### config.mk
export PLATFORM = sky130hd
export DESIGN_NAME = pix_port_assembler
export DESIGN_NICKNAME = d
export VERILOG_FILES = /design/src/rtl/pxa_pkg.sv /design/src/rtl/pxa_cmd_reg.sv /design/src/rtl/pxa_gather.sv /design/src/rtl/pxa_format.sv /design/src/rtl/pxa_checksum.sv /design/src/rtl/pix_port_assembler.sv
export SDC_FILE = /design/constraint.sdc
export NUM_CORES = 1
export LEC_CHECK = 0
export ABC_AREA = 1
export BUFFER_PORTS_ARGS = -buffer_cell sky130_fd_sc_hd__buf_2
export CORE_ASPECT_RATIO = 0.75
export CORE_MARGIN = 5
export CORE_UTILIZATION = 51
export CTS_CLUSTER_DIAMETER = 50
export DETAILED_ROUTE_END_ITERATION = 8
export PLACE_DENSITY_LB_ADDON = 0.12
export SYNTH_ARGS = -nofsm -noshare
export SYNTH_HDL_FRONTEND = slang
export SYNTH_SLANG_ARGS = --single-unit
### constraint.sdc
create_clock -name clk -period 2.1 [get_ports clk]
set_input_delay 0.21 -clock clk [delete_from_list [all_inputs] [get_ports clk]]
set_output_delay 0.21 -clock clk [all_outputs]
set_load 0.005 [all_outputs]
### src/rtl/pxa_pkg.sv
package pxa_pkg;
  localparam int CMD_W  = 8;
  localparam int BUS_W  = 16;
  localparam int BYTE_W = 8;
  localparam int RGB_W  = 24;
  localparam int SUM_W  = 16;
  localparam int LANES  = 2;
  localparam int MAXW   = 3;
  localparam int ASM_W  = MAXW * BUS_W;
  localparam int CNT_W  = $clog2(MAXW + 1);

  typedef enum logic [2:0] {
    FMT_IDX1, FMT_IDX2, FMT_555, FMT_565, FMT_888, FMT_PACK, FMT_RSV
  } fmt_e;

  typedef struct packed {
    fmt_e             fmt;
    logic             wide;
    logic [CNT_W-1:0] words;
  } mode_cfg_t;

  function automatic mode_cfg_t decode_mode(input logic [3:0] m);
    mode_cfg_t c;
    c.fmt = FMT_RSV; c.wide = 1'b1; c.words = '0;
    case (m)
      4'd0:                   begin c.fmt = FMT_IDX1; c.wide = 1'b0; c.words = 2'd1; end
      4'd1, 4'd4, 4'd5, 4'd6: begin c.fmt = FMT_555;  c.wide = 1'b0; c.words = 2'd2; end
      4'd3:                   begin c.fmt = FMT_565;  c.wide = 1'b0; c.words = 2'd2; end
      4'd2, 4'd7:             begin c.fmt = FMT_888;  c.wide = 1'b0; c.words = 2'd3; end
      4'd8:                   begin c.fmt = FMT_IDX2; c.wide = 1'b1; c.words = 2'd1; end
      4'd9:                   begin c.fmt = FMT_555;  c.wide = 1'b1; c.words = 2'd1; end
      4'd10:                  begin c.fmt = FMT_565;  c.wide = 1'b1; c.words = 2'd1; end
      4'd11:                  begin c.fmt = FMT_888;  c.wide = 1'b1; c.words = 2'd2; end
      4'd12:                  begin c.fmt = FMT_PACK; c.wide = 1'b1; c.words = 2'd3; end
      default:                begin c.fmt = FMT_RSV;  c.wide = 1'b1; c.words = 2'd0; end
    endcase
    return c;
  endfunction

  function automatic logic [7:0] widen5(input logic [4:0] c);
    return {c, c[4:2]};
  endfunction

  function automatic logic [7:0] widen6(input logic [5:0] c);
    return {c, c[5:4]};
  endfunction

  function automatic logic [RGB_W-1:0] from555(input logic [14:0] v);
    return {widen5(v[14:10]), widen5(v[9:5]), widen5(v[4:0])};
  endfunction

  function automatic logic [RGB_W-1:0] from565(input logic [15:0] v);
    return {widen5(v[15:11]), widen6(v[10:5]), widen5(v[4:0])};
  endfunction

  function automatic logic [SUM_W-1:0] fold24(input logic [RGB_W-1:0] p);
    return p[15:0] ^ {8'h00, p[23:16]};
  endfunction

  function automatic logic [SUM_W-1:0] sum_step(input logic [SUM_W-1:0] s,
                                                 input logic [RGB_W-1:0] p);
    return {s[SUM_W-2:0], s[SUM_W-1]} ^ fold24(p);
  endfunction
endpackage

### src/rtl/pxa_cmd_reg.sv
module pxa_cmd_reg
  import pxa_pkg::*;
(
  input  logic             clk,
  input  logic             rst_n,
  input  logic             we,
  input  logic [CMD_W-1:0] wdata,
  output logic [CMD_W-1:0] rdata,
  output mode_cfg_t        cfg,
  output logic             pdown,
  output logic             test_on,
  output logic             synth_off,
  output logic             test_arm
);
  localparam logic [CMD_W-1:0] KEEP_MASK = 8'hF3;

  logic [CMD_W-1:0] cmd_q;
  logic [3:0]       mode;

  always_ff @(posedge clk) begin
    if (!rst_n)  cmd_q <= '0;
    else if (we) cmd_q <= wdata & KEEP_MASK;
  end

  always_comb begin
    rdata     = cmd_q;
    mode      = {cmd_q[4], cmd_q[7:5]};
    cfg       = decode_mode(mode);
    pdown     = cmd_q[0];
    test_on   = cmd_q[1];
    synth_off = cmd_q[1] & cmd_q[0];
    test_arm  = we & wdata[1] & ~cmd_q[1];
  end
endmodule

### src/rtl/pxa_gather.sv
module pxa_gather
  import pxa_pkg::*;
(
  input  logic             clk,
  input  logic             rst_n,
  input  logic             restart,
  input  logic [CNT_W-1:0] words,
  input  logic [BUS_W-1:0] din,
  output logic [BUS_W-1:0] w0,
  output logic [BUS_W-1:0] w1,
  output logic             last
);
  logic [CNT_W-1:0] cnt;
  logic [CNT_W-1:0] last_idx;

  always_comb begin
    last_idx = words - CNT_W'(1);
    last     = !restart && (cnt == last_idx);
  end

  always_ff @(posedge clk) begin
    if (!rst_n) begin
      cnt <= '0;
      w0  <= '0;
      w1  <= '0;
    end else if (restart || last) begin
      cnt <= '0;
    end else begin
      cnt <= cnt + CNT_W'(1);
      if (cnt == '0) w0 <= din;
      else           w1 <= din;
    end
  end
endmodule

### src/rtl/pxa_format.sv
module pxa_format
  import pxa_pkg::*;
(
  input  mode_cfg_t        cfg,
  input  logic [BUS_W-1:0] w0,
  input  logic [BUS_W-1:0] w1,
  input  logic [BUS_W-1:0] din,
  output logic [RGB_W-1:0] lane0,
  output logic [RGB_W-1:0] lane1,
  output logic [LANES-1:0] mask,
  output logic             direct
);
  logic [ASM_W-1:0] asm_v;

  always_comb begin
    if (cfg.wide) begin
      case (cfg.words)
        2'd1:    asm_v = {{(ASM_W-BUS_W){1'b0}}, din};
        2'd2:    asm_v = {{(ASM_W-2*BUS_W){1'b0}}, din, w0};
        default: asm_v = {din, w1, w0};
      endcase
    end else begin
      case (cfg.words)
        2'd1:    asm_v = {{(ASM_W-BYTE_W){1'b0}}, din[7:0]};
        2'd2:    asm_v = {{(ASM_W-2*BYTE_W){1'b0}}, din[7:0], w0[7:0]};
        default: asm_v = {{(ASM_W-3*BYTE_W){1'b0}}, din[7:0], w1[7:0], w0[7:0]};
      endcase
    end
  end

  always_comb begin
    lane0  = '0;
    lane1  = '0;
    mask   = '0;
    direct = 1'b0;
    case (cfg.fmt)
      FMT_IDX1: begin
        lane0 = {16'h0000, asm_v[7:0]};
        mask  = 2'b01;
      end
      FMT_IDX2: begin
        lane0 = {16'h0000, asm_v[7:0]};
        lane1 = {16'h0000, asm_v[15:8]};
        mask  = 2'b11;
      end
      FMT_555: begin
        lane0 = from555(asm_v[14:0]);  mask = 2'b01; direct = 1'b1;
      end
      FMT_565: begin
        lane0 = from565(asm_v[15:0]);  mask = 2'b01; direct = 1'b1;
      end
      FMT_888: begin
        lane0 = asm_v[23:0];           mask = 2'b01; direct = 1'b1;
      end
      FMT_PACK: begin
        lane0 = asm_v[23:0];
        lane1 = asm_v[47:24];
        mask  = 2'b11;
        direct = 1'b1;
      end
      default: begin
        mask = 2'b00;
      end
    endcase
  end
endmodule

### src/rtl/pxa_checksum.sv
module pxa_checksum
  import pxa_pkg::*;
(
  input  logic             clk,
  input  logic             rst_n,
  input  logic             clear,
  input  logic [LANES-1:0] step,
  input  logic [RGB_W-1:0] p0,
  input  logic [RGB_W-1:0] p1,
  output logic [SUM_W-1:0] sum
);
  logic [SUM_W-1:0] nxt;
  logic [RGB_W-1:0] lane_px [LANES];

  always_comb begin
    lane_px[0] = p0;
    lane_px[1] = p1;
    nxt = sum;
    for (int k = 0; k < LANES; k++) begin
      if (step[k]) nxt = sum_step(nxt, lane_px[k]);
    end
  end

  always_ff @(posedge clk) begin
    if (!rst_n)     sum <= '0;
    else if (clear) sum <= '0;
    else            sum <= nxt;
  end
endmodule

### src/rtl/pix_port_assembler.sv
module pix_port_assembler
  import pxa_pkg::*;
(
  input  logic             clk,
  input  logic             rst_n,
  input  logic             cmd_we,
  input  logic [CMD_W-1:0] cmd_wdata,
  output logic [CMD_W-1:0] cmd_rdata,
  input  logic             blank_in,
  input  logic [BUS_W-1:0] pix_in,
  output logic [LANES-1:0] pix_valid,
  output logic             pix_direct,
  output logic [RGB_W-1:0] pix0,
  output logic [RGB_W-1:0] pix1,
  output logic             blank_out,
  output logic             pdown_out,
  output logic             synth_off,
  output logic [SUM_W-1:0] checksum
);
  mode_cfg_t        cfg;
  logic             pdown;
  logic             test_on;
  logic             test_arm;
  logic             active;
  logic             restart;
  logic             emit;
  logic [BUS_W-1:0] w0;
  logic [BUS_W-1:0] w1;
  logic [RGB_W-1:0] lane0;
  logic [RGB_W-1:0] lane1;
  logic [LANES-1:0] mask;
  logic             direct;
  logic [LANES-1:0] sum_step_en;

  pxa_cmd_reg u_cmd (
    .clk       (clk),
    .rst_n     (rst_n),
    .we        (cmd_we),
    .wdata     (cmd_wdata),
    .rdata     (cmd_rdata),
    .cfg       (cfg),
    .pdown     (pdown),
    .test_on   (test_on),
    .synth_off (synth_off),
    .test_arm  (test_arm)
  );

  always_comb begin
    active  = !pdown && (cfg.fmt != FMT_RSV);
    restart = blank_in || cmd_we || !active;
  end

  pxa_gather u_gather (
    .clk     (clk),
    .rst_n   (rst_n),
    .restart (restart),
    .words   (cfg.words),
    .din     (pix_in),
    .w0      (w0),
    .w1      (w1),
    .last    (emit)
  );

  pxa_format u_format (
    .cfg    (cfg),
    .w0     (w0),
    .w1     (w1),
    .din    (pix_in),
    .lane0  (lane0),
    .lane1  (lane1),
    .mask   (mask),
    .direct (direct)
  );

  always_comb sum_step_en = (emit && test_on) ? mask : '0;

  pxa_checksum u_sum (
    .clk   (clk),
    .rst_n (rst_n),
    .clear (test_arm),
    .step  (sum_step_en),
    .p0    (lane0),
    .p1    (lane1),
    .sum   (checksum)
  );

  always_ff @(posedge clk) begin
    if (!rst_n) begin
      pix_valid  <= '0;
      pix_direct <= 1'b0;
      pix0       <= '0;
      pix1       <= '0;
      blank_out  <= 1'b1;
    end else begin
      blank_out <= blank_in || !active;
      if (emit) begin
        pix_valid  <= mask;
        pix_direct <= direct;
        pix0       <= lane0;
        pix1       <= lane1;
      end else begin
        pix_valid  <= '0;
        pix_direct <= 1'b0;
        pix0       <= '0;
        pix1       <= '0;
      end
    end
  end

  always_comb pdown_out = pdown;
endmodule

**Word-level counts from Yosys, hierarchy flattened**

Memories as Yosys holds them, arrays and structs flattened. A register that Yosys moved wholly into a read port is not among the register bits.
Cells that the tools add are included.

- Output and inout bits: 78
- Bits of input ports: 28
- Memory bits (read-only): 96
- Register bits: 108
- Logic and storage cells: 67
- Memories: 1

- Bitwise logic cells: 11
- Reduce and logical (&&, ||, !) cells: 22
- Multiplexer cells: 12
- Equal/unequal tests: 9
- $add $sub $neg: 2

Memories:

| memory | depth | bits a word | read ports | clocked after Yosys merged registers in | write ports | line | source |
|---|---|---|---|---|---|---|---|
| (no name shown) | 16 | 6 | 1 | 1 | 0 | pxa_pkg.sv:25 | `case (m)` |

Operators by type and width:

| cell | count |
|---|---|
| 24-bit one-hot mux with 2 select lines | 2 |
| 24-bit one-hot mux with 4 select lines | 1 |
| 48-bit one-hot mux with 2 select lines | 1 |
| 48-bit two-way mux | 1 |
| 16-bit two-way mux | 2 |
| 16-bit bitwise XOR | 2 |
| 16-bit by 8-bit bitwise XOR with 16-bit output | 2 |
| 2-bit OR reduction | 5 |
| 4-bit two-way mux | 2 |
| 4-bit OR reduction | 2 |
| 3-bit by 2-bit equality test with 1-bit output (second input constant) | 2 |
| 3-bit equality test (second input constant) | 2 |
| 2-bit AND reduction | 3 |
| 1-bit logical OR | 4 |
| 1-bit NOT | 4 |
| 2-bit one-hot mux with 2 select lines | 1 |
| 1-bit bitwise AND | 3 |
| 3-bit by 1-bit equality test with 1-bit output (second input constant) | 1 |
| 1-bit logical AND | 3 |
| 1-bit logical NOT | 3 |
| 3-bit logical NOT | 1 |
| 3-bit != test (second input constant) | 1 |
| 2-bit by 1-bit adder with 2-bit output (second input constant) | 1 |
| 2-bit by 1-bit equality test with 1-bit output (second input constant) | 1 |
| other kinds (6) | 6 |

**Longest topological paths before layout**

Gate-level depths: netlist of the first run.

- Word-level depth: 11
- Depth in mapped cells: 19

**Hierarchy**

A second synthesis of the first run with hierarchy kept.

- Cells, all modules: 1,134
- Area total of the unflattened synthesis: 7,068.0 µm²

Modules (own cells, without submodules):

| module | area an instance (µm²) | seq. area each (µm²) | instances | cells an instance |
|---|---|---|---|---|
| pxa_checksum | 1,828.0 | 320.3 | 1 | 341 |
| pxa_gather | 1,752.9 | 680.7 | 1 | 279 |
| pix_port_assembler | 1,530.2 | 1,041.0 | 1 | 170 |
| pxa_format | 1,255.0 | 0.0 | 1 | 251 |
| pxa_cmd_reg | 701.9 | 240.2 | 1 | 93 |

**Least setup slack after synthesis of the first run**

No wires, ideal clock.

- Path kind: register to register
- From: reg u_cmd.cfg[0] (netlist name)
- To: reg u_sum.sum[2]
- Cell stages (with the launch flop): 16
- Arrival: 1.927 ns
- Required time: 1.991 ns
- Setup slack: 0.065 ns
- Clock period less this slack: 2.035 ns
- Buffers on the path: 2
- Path through: dfxtp_1 > inv_1 > ha_1 > buf_6 > inv_4 > clkbuf_1 > nand3_1 > o21ai_0 > nand2_1 > nand2_1 > xor2_1 > clkinv_1 > nand3_1 > nand3_1 > nand2_1 > inv_1

- Word-level cells in the longest chain between the ends: 9

RTL lines:

| item | line | source |
|---|---|---|
| 2-bit equality test or 2-bit by 1-bit equality test with 1-bit output (tied branches) | pxa_format.sv:17, pxa_format.sv:23 |  |
| 24-bit one-hot mux with 2 select lines or 48-bit one-hot mux with 2 select lines (tied branches) | pxa_format.sv:23, pxa_format.sv:17 |  |
| 48-bit two-way mux | pxa_format.sv:16 | `if (cfg.wide) begin` |
| 24-bit one-hot mux with 4 select lines | pxa_format.sv:36 | `case (cfg.fmt)` |
| 16-bit by 8-bit bitwise XOR with 16-bit output | pxa_pkg.sv:57 | `return p[15:0] ^ {8'h00, p[23:16]};` |
| 16-bit bitwise XOR | pxa_pkg.sv:62 | `return {s[SUM_W-2:0], s[SUM_W-1]} ^ fold24(p);` |
| 16-bit two-way mux | pxa_checksum.sv:20 | `if (step[k]) nxt = sum_step(nxt, lane_px[k]);` |
| 16-bit bitwise XOR | pxa_pkg.sv:62 |  |
| 16-bit two-way mux * | pxa_checksum.sv:20 |  |
| to (signal assigned) | pxa_checksum.sv:27 | `else sum <= nxt;` |
| to (decl) | pxa_checksum.sv:10 | `output logic [SUM_W-1:0] sum` |

Every way passes the cells marked *; elsewhere a longest branch is shown, timed or not.
A chain may end at the register's enable or synchronous reset.

**Worst setup path in the final report of the first run**

- From: reg u_cmd.cfg[0] (netlist name)
- To: reg u_sum.sum[11]

- Word-level cells in the longest chain between the ends: 9

RTL lines:

| item | line |
|---|---|
| 2-bit equality test or 2-bit by 1-bit equality test with 1-bit output (tied branches) | pxa_format.sv:17, pxa_format.sv:23 |
| 24-bit one-hot mux with 2 select lines or 48-bit one-hot mux with 2 select lines (tied branches) | pxa_format.sv:23, pxa_format.sv:17 |
| 48-bit two-way mux | pxa_format.sv:16 |
| 24-bit one-hot mux with 4 select lines | pxa_format.sv:36 |
| 16-bit by 8-bit bitwise XOR with 16-bit output | pxa_pkg.sv:57 |
| 16-bit bitwise XOR | pxa_pkg.sv:62 |
| 16-bit two-way mux | pxa_checksum.sv:20 |
| 16-bit bitwise XOR | pxa_pkg.sv:62 |
| 16-bit two-way mux * | pxa_checksum.sv:20 |

Marks and branches as above.

==> impl_metrics.json, run 1 <==
{
  "cts-htree-levels": 4,
  "clock-sinks": 114,
  "num_rows": 35,
  "ys_seq_area_share_pct": 36.3,
  "initial_utilization_pct": 51.6,
  "rrSetupSlack_ps": -100,
  "synthAdderAreaFrac_pct": 1.59,
  "syn_inst": 984,
  "vias": 7298,
  "grt_usage_pct": 29.3,
  "routed_wl_um": 22200,
  "post-route-util_pct": 74.4,
  "avgSynthCellArea_um2": 6.39,
  "grt_overflow_total": 0,
  "yosys.area.top_type": "dfxtp_1",
  "design_area_um2": 9050,
  "slew_headroom_pct": 55.5,
  "fp.dieH_um": 106,
  "synth_mux_area_share_pct": 0,
  "die_w_um": 138,
  "dpl_cell_area_um2": 7560,
  "synthArstFlopShare_pct": 0,
  "clk_path_buf_depth": 2,
  "crit_path_end_kind": "flop",
  "hpwl_um": 15200,
  "rsz0062_at_grt": "true",
  "n_antenna_cell": 0,
  "timing.fmax_ghz": 0.455,
  "io_pins": 106,
  "routedWlPerCell_um": 16.5,
  "cts_tree": "built",
  "synth_area_leaders": "dfxtp_1, nand3_1, nand2_1, inv_1, o21ai_0",
  "area_growth_pct": 44.1,
  "fin_cells": 1350,
  "yosysTopAreaCellShare_pct": 36.3,
  "synth_top_family_by_area": "simple AND/OR/NAND/NOR gates",
  "powerDensity_nw_per_um2": 774,
  "drcViolationCount": 0,
  "grt_pass1_vias": 6588,
  "final_layout_size_suffix_gt1_share_pct": 32.0,
  "synthSimpleGateAreaFrac_pct": 39.4,
  "grt_antenna_before_repair": 0,
  "holdWs_ps": 22.9,
  "drt_pass1_iterations": 8,
  "vias_per_cell": 5.41,
  "ys_warn_count": 0,
  "synth_compound_area_share_pct": 9.46,
  "total_power_mw": 7.01,
  "report.final.slew_viol_count": 0,
  "critPathMaxFanout": 18,
  "worstRegToRegCells": 15,
  "cts_buffers": 17,
  "cp_data_arrival_time_ps": 2510,
  "netlist_area_um2": 6280,
  "min_path_cells": 3,
  "reg2reg_from": "u_cmd.cfg[0]",
  "outcome": "finished with violations",
  "ys_ff_latch": 114,
  "path_clk_slew_ps": 60,
  "placed_cells": 1301,
  "finClkSkew_ps": 6.83,
  "max_cap_violations": 0,
  "crit_slowest_cell": "dfxtp_2",
  "clock_latency_ps": 410,
  "r2r_end": "u_sum.sum[11]",
  "die_area_um2": 14700,
  "violations": "negative setup slack",
  "worst_slew_pin_slew_ps": 663,
  "setup_ws_ps": -100,
  "power.leakage_nw": 4.57,
  "portBuffers": 101,
  "worstSetupStartpoint": "u_cmd.cfg[0]",
  "synth_xor_area_share_pct": 0.558,
  "crit_path_start_kind": "flop",
  "grt_pass1_wl_um": 34500,
  "crit_path_end": "u_sum.sum[11]",
  "synth_cell_types": 39,
  "nNetsFinal": 1207,
  "fin_crit_sh_pct": 105,
  "path_cells": "inv_2 > ha_4 > inv_6 > buf_12 > nand2_4 > nand4_4 > nor2_4 > nand3_4 > buf_12 > clkinv_16 > nand3_2 > nand3_1 > nand3_1 > nand2_1 > inv_1",
  "postRouteAntennaNets": 0,
  "synth_ff_type": "dfxtp_1",
  "hold_path_class": "in -> reg",
  "critPathKind": "reg -> reg",
  "setup_viol": 16,
  "final_common_cell": "nand2_1",
  "grt_max_degree": 37,
  "mostFrequentLayoutCells": "nand2_1, inv_1, nand3_1",
  "cp_data_required_time_ps": 2410,
  "gp_congestion": 0.972,
  "hold_viol": 0,
  "synth_edf_count": 0,
  "first_iter_violations": 896,
  "core_um2": 12200,
  "cts-root-buf": "clkbuf_16",
  "peakVddDrop_uv": 755,
  "slowest_delay_ps": 340,
  "fin_crit_ps": 2200
}
[stage by stage]
stage | worst slack, ps | setup TNS, ps
after floorplan | 64.6 | 0
after global placement | -178 | -1660
after detailed placement | -226 | -2470
after CTS | -43.0 | -288
after global routing | -205 | -2660
final | -100 | -1050
[power by group]
group	switching [mW]	internal, mW
Combinational	1.08	0.754
Sequential	0.0433	2.23
Clock	1.11	1.79
[sequential cells by signal (all words and copies together) (netlist names)]
signal	cells
pix0	24
pix1	24
u_sum.sum	16
u_cmd.cfg	6
u_cmd.rdata	6
blank_out	1
u_gather.w1	16
u_gather.w0	16
u_gather.cnt	2
pix_direct	1
pix_valid	2
[cells by family after synthesis]
logic type      after synthesis
fa+ha+maj                     8
other cells                   1
buf+inv                     190
compound gates              117
simple gates                550
flops                       114
xor+xnor                      4
[layer usage]
| metal | vias to the layer above | share of wire (%) | track usage [%] |
|---|---|---|---|
| li1 | 3525 | - | - |
| met3 | 58 | 11 | 7.01 |
| met4 | 0 | 2.7 | 9.24 |
| met2 | 445 | 43 | 45.1 |
| met1 | 3270 | 43 | 40.7 |
| met5 | - | 0 | 0 |
[synth_stat cells, types with 2 or more instances]
master / n
nand2_1: 259
nand3_1: 199
inv_1: 135
dfxtp_1: 114
o21ai_0: 56
a21oi_1: 55
nor2_1: 54
buf_2: 19
nor3_1: 11
clkbuf_1: 9
ha_1: 8
clkinv_1: 7
buf_4: 6
nand4_1: 6
nand3_2: 5
buf_1: 4
inv_2: 4
buf_6: 3
a31oi_1: 2
nand2_2: 2
nand3b_1: 2
nor2_2: 2
nor3_4: 2
o21ai_1: 2
or2_0: 2
xnor2_1: 2
xor2_1: 2
[critical path, delay by kind of cell, from the launching register on]
kind | cells | cell delay (ps)
fa+ha+maj | 1 | 310
flops | 1 | 340
buf+inv | 6 | 560
simple gates | 8 | 860
[timing repair]
item	in CTS	in global routing
endpoints found under the setup margin	27	36
gates resized for setup	75	91
gates cloned	4	2
pin swaps	18	24
buffers inserted	10	2
hold buffers	0	0
[worst min-delay path by stage]
stage | from | endpoint | slack [ps]
floorplan | cmd_wdata[0] | u_cmd.rdata[0] | 340
global placement | u_gather.w0[13] | u_gather.w0[13] | 430
detailed placement | u_gather.cnt[0] | u_gather.cnt[0] | 430
CTS | cmd_wdata[0] | u_cmd.rdata[0] | 10
global route | cmd_wdata[0] | u_cmd.rdata[0] | 40
finish | cmd_wdata[0] | u_cmd.rdata[0] | 20
[area by class of cell]
cell class,instances,area [um^2]
multi-input combinational,681,3790
fill,971,3120
sequential,114,2280
timing repair buffer,208,1580
inverter,148,593
clock buffer,18,439
tap,166,208
clock inverter,14,154
timing repair inverter,1,5.00
(Power assumes the default switching activity.)
==> run 2: changes to the inputs <==
--- a/config.mk
+++ b/config.mk
@@ -9,10 +9,12 @@
 export BUFFER_PORTS_ARGS = -buffer_cell sky130_fd_sc_hd__buf_2
 export CORE_ASPECT_RATIO = 0.75
 export CORE_MARGIN = 5
-export CORE_UTILIZATION = 51
+export CORE_UTILIZATION = 53
+export CTS_BUF_LIST = sky130_fd_sc_hd__clkbuf_4
 export CTS_CLUSTER_DIAMETER = 50
 export DETAILED_ROUTE_END_ITERATION = 8
 export PLACE_DENSITY_LB_ADDON = 0.12
 export SYNTH_ARGS = -nofsm -noshare
 export SYNTH_HDL_FRONTEND = slang
 export SYNTH_SLANG_ARGS = --single-unit
+export TNS_END_PERCENT = 10
==> impl_metrics.json, run 2 (synthesis results as in run 1) <==
{
  "core_um2": 11600,
  "setup_ws_ps": -49.9,
  "powerDensity_nw_per_um2": 668,
  "final_layout_size_suffix_gt1_share_pct": 33.0,
  "die_w_um": 136,
  "crit_path_start_kind": "flop",
  "first_iter_violations": 1065,
  "timing.fmax_ghz": 0.465,
  "cts-root-buf": "clkbuf_4",
  "worstSetupStartpoint": "u_cmd.cfg[0]",
  "routedWlPerCell_um": 16.6,
  "grt_max_degree": 37,
  "nNetsFinal": 1209,
  "cts_buffers": 17,
  "cp_data_required_time_ps": 2590,
  "worstRegToRegCells": 14,
  "crit_path_end_kind": "flop",
  "finClkSkew_ps": 20.7,
  "wl_met1_um": 9370,
  "wl_met2_um": 9720,
  "fin_crit_ps": 2150,
  "die_area_um2": 14200,
  "slew_headroom_pct": 66.6,
  "power.leakage_nw": 4.46,
  "slowest_delay_ps": 350,
  "top_regs": "pix0: 24 flops, pix1: 24 flops",
  "mostFrequentLayoutCells": "nand2_1, inv_1, nand3_1",
  "io_pins": 106,
  "crit_family": "simple AND/OR/NAND/NOR gates",
  "cts_tree": "built",
  "rsz0062_at_grt": "true",
  "hold_path_class": "in -> reg",
  "path_cells": "inv_2 > ha_4 > inv_8 > buf_4 > nand2_4 > nand4_4 > nor2_4 > nand3_4 > buf_12 > inv_6 > nand3_1 > nand3b_1 > nand2_1 > a21oi_1",
  "grt_pass1_wl_um": 33600,
  "fill_cells": 911,
  "dpl_cell_area_um2": 7490,
  "max_cap_violations": 0,
  "min_path_cells": 3,
  "clk_path_buf_depth": 2,
  "setup_viol": 5,
  "initial_utilization_pct": 54.1,
  "final_common_cell": "nand2_1",
  "portBuffers": 101,
  "num_rows": 34,
  "gp_congestion": 1.01,
  "vias_per_cell": 5.45,
  "clock_latency_ps": 560,
  "grt_antenna_before_repair": 0,
  "peakVddDrop_uv": 438,
  "violations": "negative setup slack",
  "n_antenna_cell": 0,
  "grt_overflow_total": 0,
  "min_to": "u_gather.w1[6]",
  "r2r_end": "u_sum.sum[0]",
  "critPathKind": "reg -> reg",
  "clock-sinks": 114,
  "fin_crit_sh_pct": 102,
  "cts-htree-levels": 4,
  "rrSetupSlack_ps": -50,
  "outcome": "finished with violations",
  "drt_pass1_iterations": 8,
  "area_growth_pct": 40.4,
  "crit_slowest_cell": "dfxtp_2",
  "pre_cts_ws_ps": -213,
  "fin_setup_tns_ps": -145,
  "crit_buf_inv": 5,
  "met3WireLength_um": 2670,
  "routed_wl_um": 22400,
  "drcViolationCount": 0,
  "holdCritStartpoint": "pix_in[6]",
  "fp.dieH_um": 104,
  "report.final.slew_viol_count": 0,
  "critPathMaxFanout": 9,
  "cp_data_arrival_time_ps": 2640,
  "worst_slew_pin_slew_ps": 497,
  "top_layer_used": "met4",
  "grt_pass1_vias": 6511,
  "hold_viol": 0,
  "reg2reg_from": "u_cmd.cfg[0]",
  "design_area_um2": 8820,
  "hpwl_um": 15100,
  "vias": 7346,
  "path_clk_slew_ps": 120,
  "postRouteAntennaNets": 0,
  "grt_usage_pct": 29.9
}
==> run 2: how the worst max path moves through the flow <==
stage / to / slack, ps / cells after the start
after floorplan: u_sum.sum[2] / 60 / 15
after global placement: u_sum.sum[6] / -170 / 15
after detailed placement: u_sum.sum[6] / -210 / 15
after CTS: u_sum.sum[12] / 0.5 / 17
after global routing: u_sum.sum[0] / -160 / 14
final: u_sum.sum[0] / -50 / 14
==> run 2: timing repair <==
action / in CTS / in global routing
endpoints found under the setup margin: 28 / 27
resized for setup: 56 / 133
pin swaps: 12 / 30
gates cloned: 1 / 4
hold endpoints to repair: 9 / 3
hold buffers: 11 / 3
setup buffers: 5 / 2
==> run 2: per-layer routing <==
metal / vias up / global-route usage (%)
li1: 3533 / -
met1: 3272 / 42.1
met2: 456 / 44.9
met3: 85 / 7.64
met4: 0 / 8.85
met5: - / 0
==> run 2: cell type report <==
| type | count | area [um^2] | area share (%) |
|---|---|---|---|
| repair buffers | 209 | 1540 | 17.5 |
| flip-flops and latches | 114 | 2280 | 25.9 |
| multi-input cells | 681 | 3890 | 44.1 |
| well taps | 162 | 203 | 2.30 |
| clock buffers | 18 | 135 | 1.53 |
| repair inverters | 2 | 17.5 | 0.199 |
| inverters | 148 | 579 | 6.57 |
| clock inverters | 14 | 165 | 1.87 |
==> run 2: per-stage QoR <==
stage	util, %	cells	hold slack [ps]	total power, mW
5_1_grt	76.0	1348	17.8	6.15
2_1_floorplan	-	985	345	3.16
6_report	76.0	1348	16.9	5.90
3_3_place_gp	64.5	1290	431	3.70
3_5_place_dp	64.5	1290	435	3.71
4_1_cts	70.6	1339	0.797	5.65
==> run 2: report_power, final <==
group / leakage [nW] / internal [mW] / switching [mW]
registers: 0.924 / 2.23 / 0.0440
clock network: 0.151 / 0.830 / 0.925
logic: 3.39 / 0.747 / 1.12
total: 4.46 / 3.81 / 2.09
==> run 2: worst min-delay path, stage by stage <==
cell and delay (ps):
buf_2 130, o21ai_0 90, a21oi_1 100
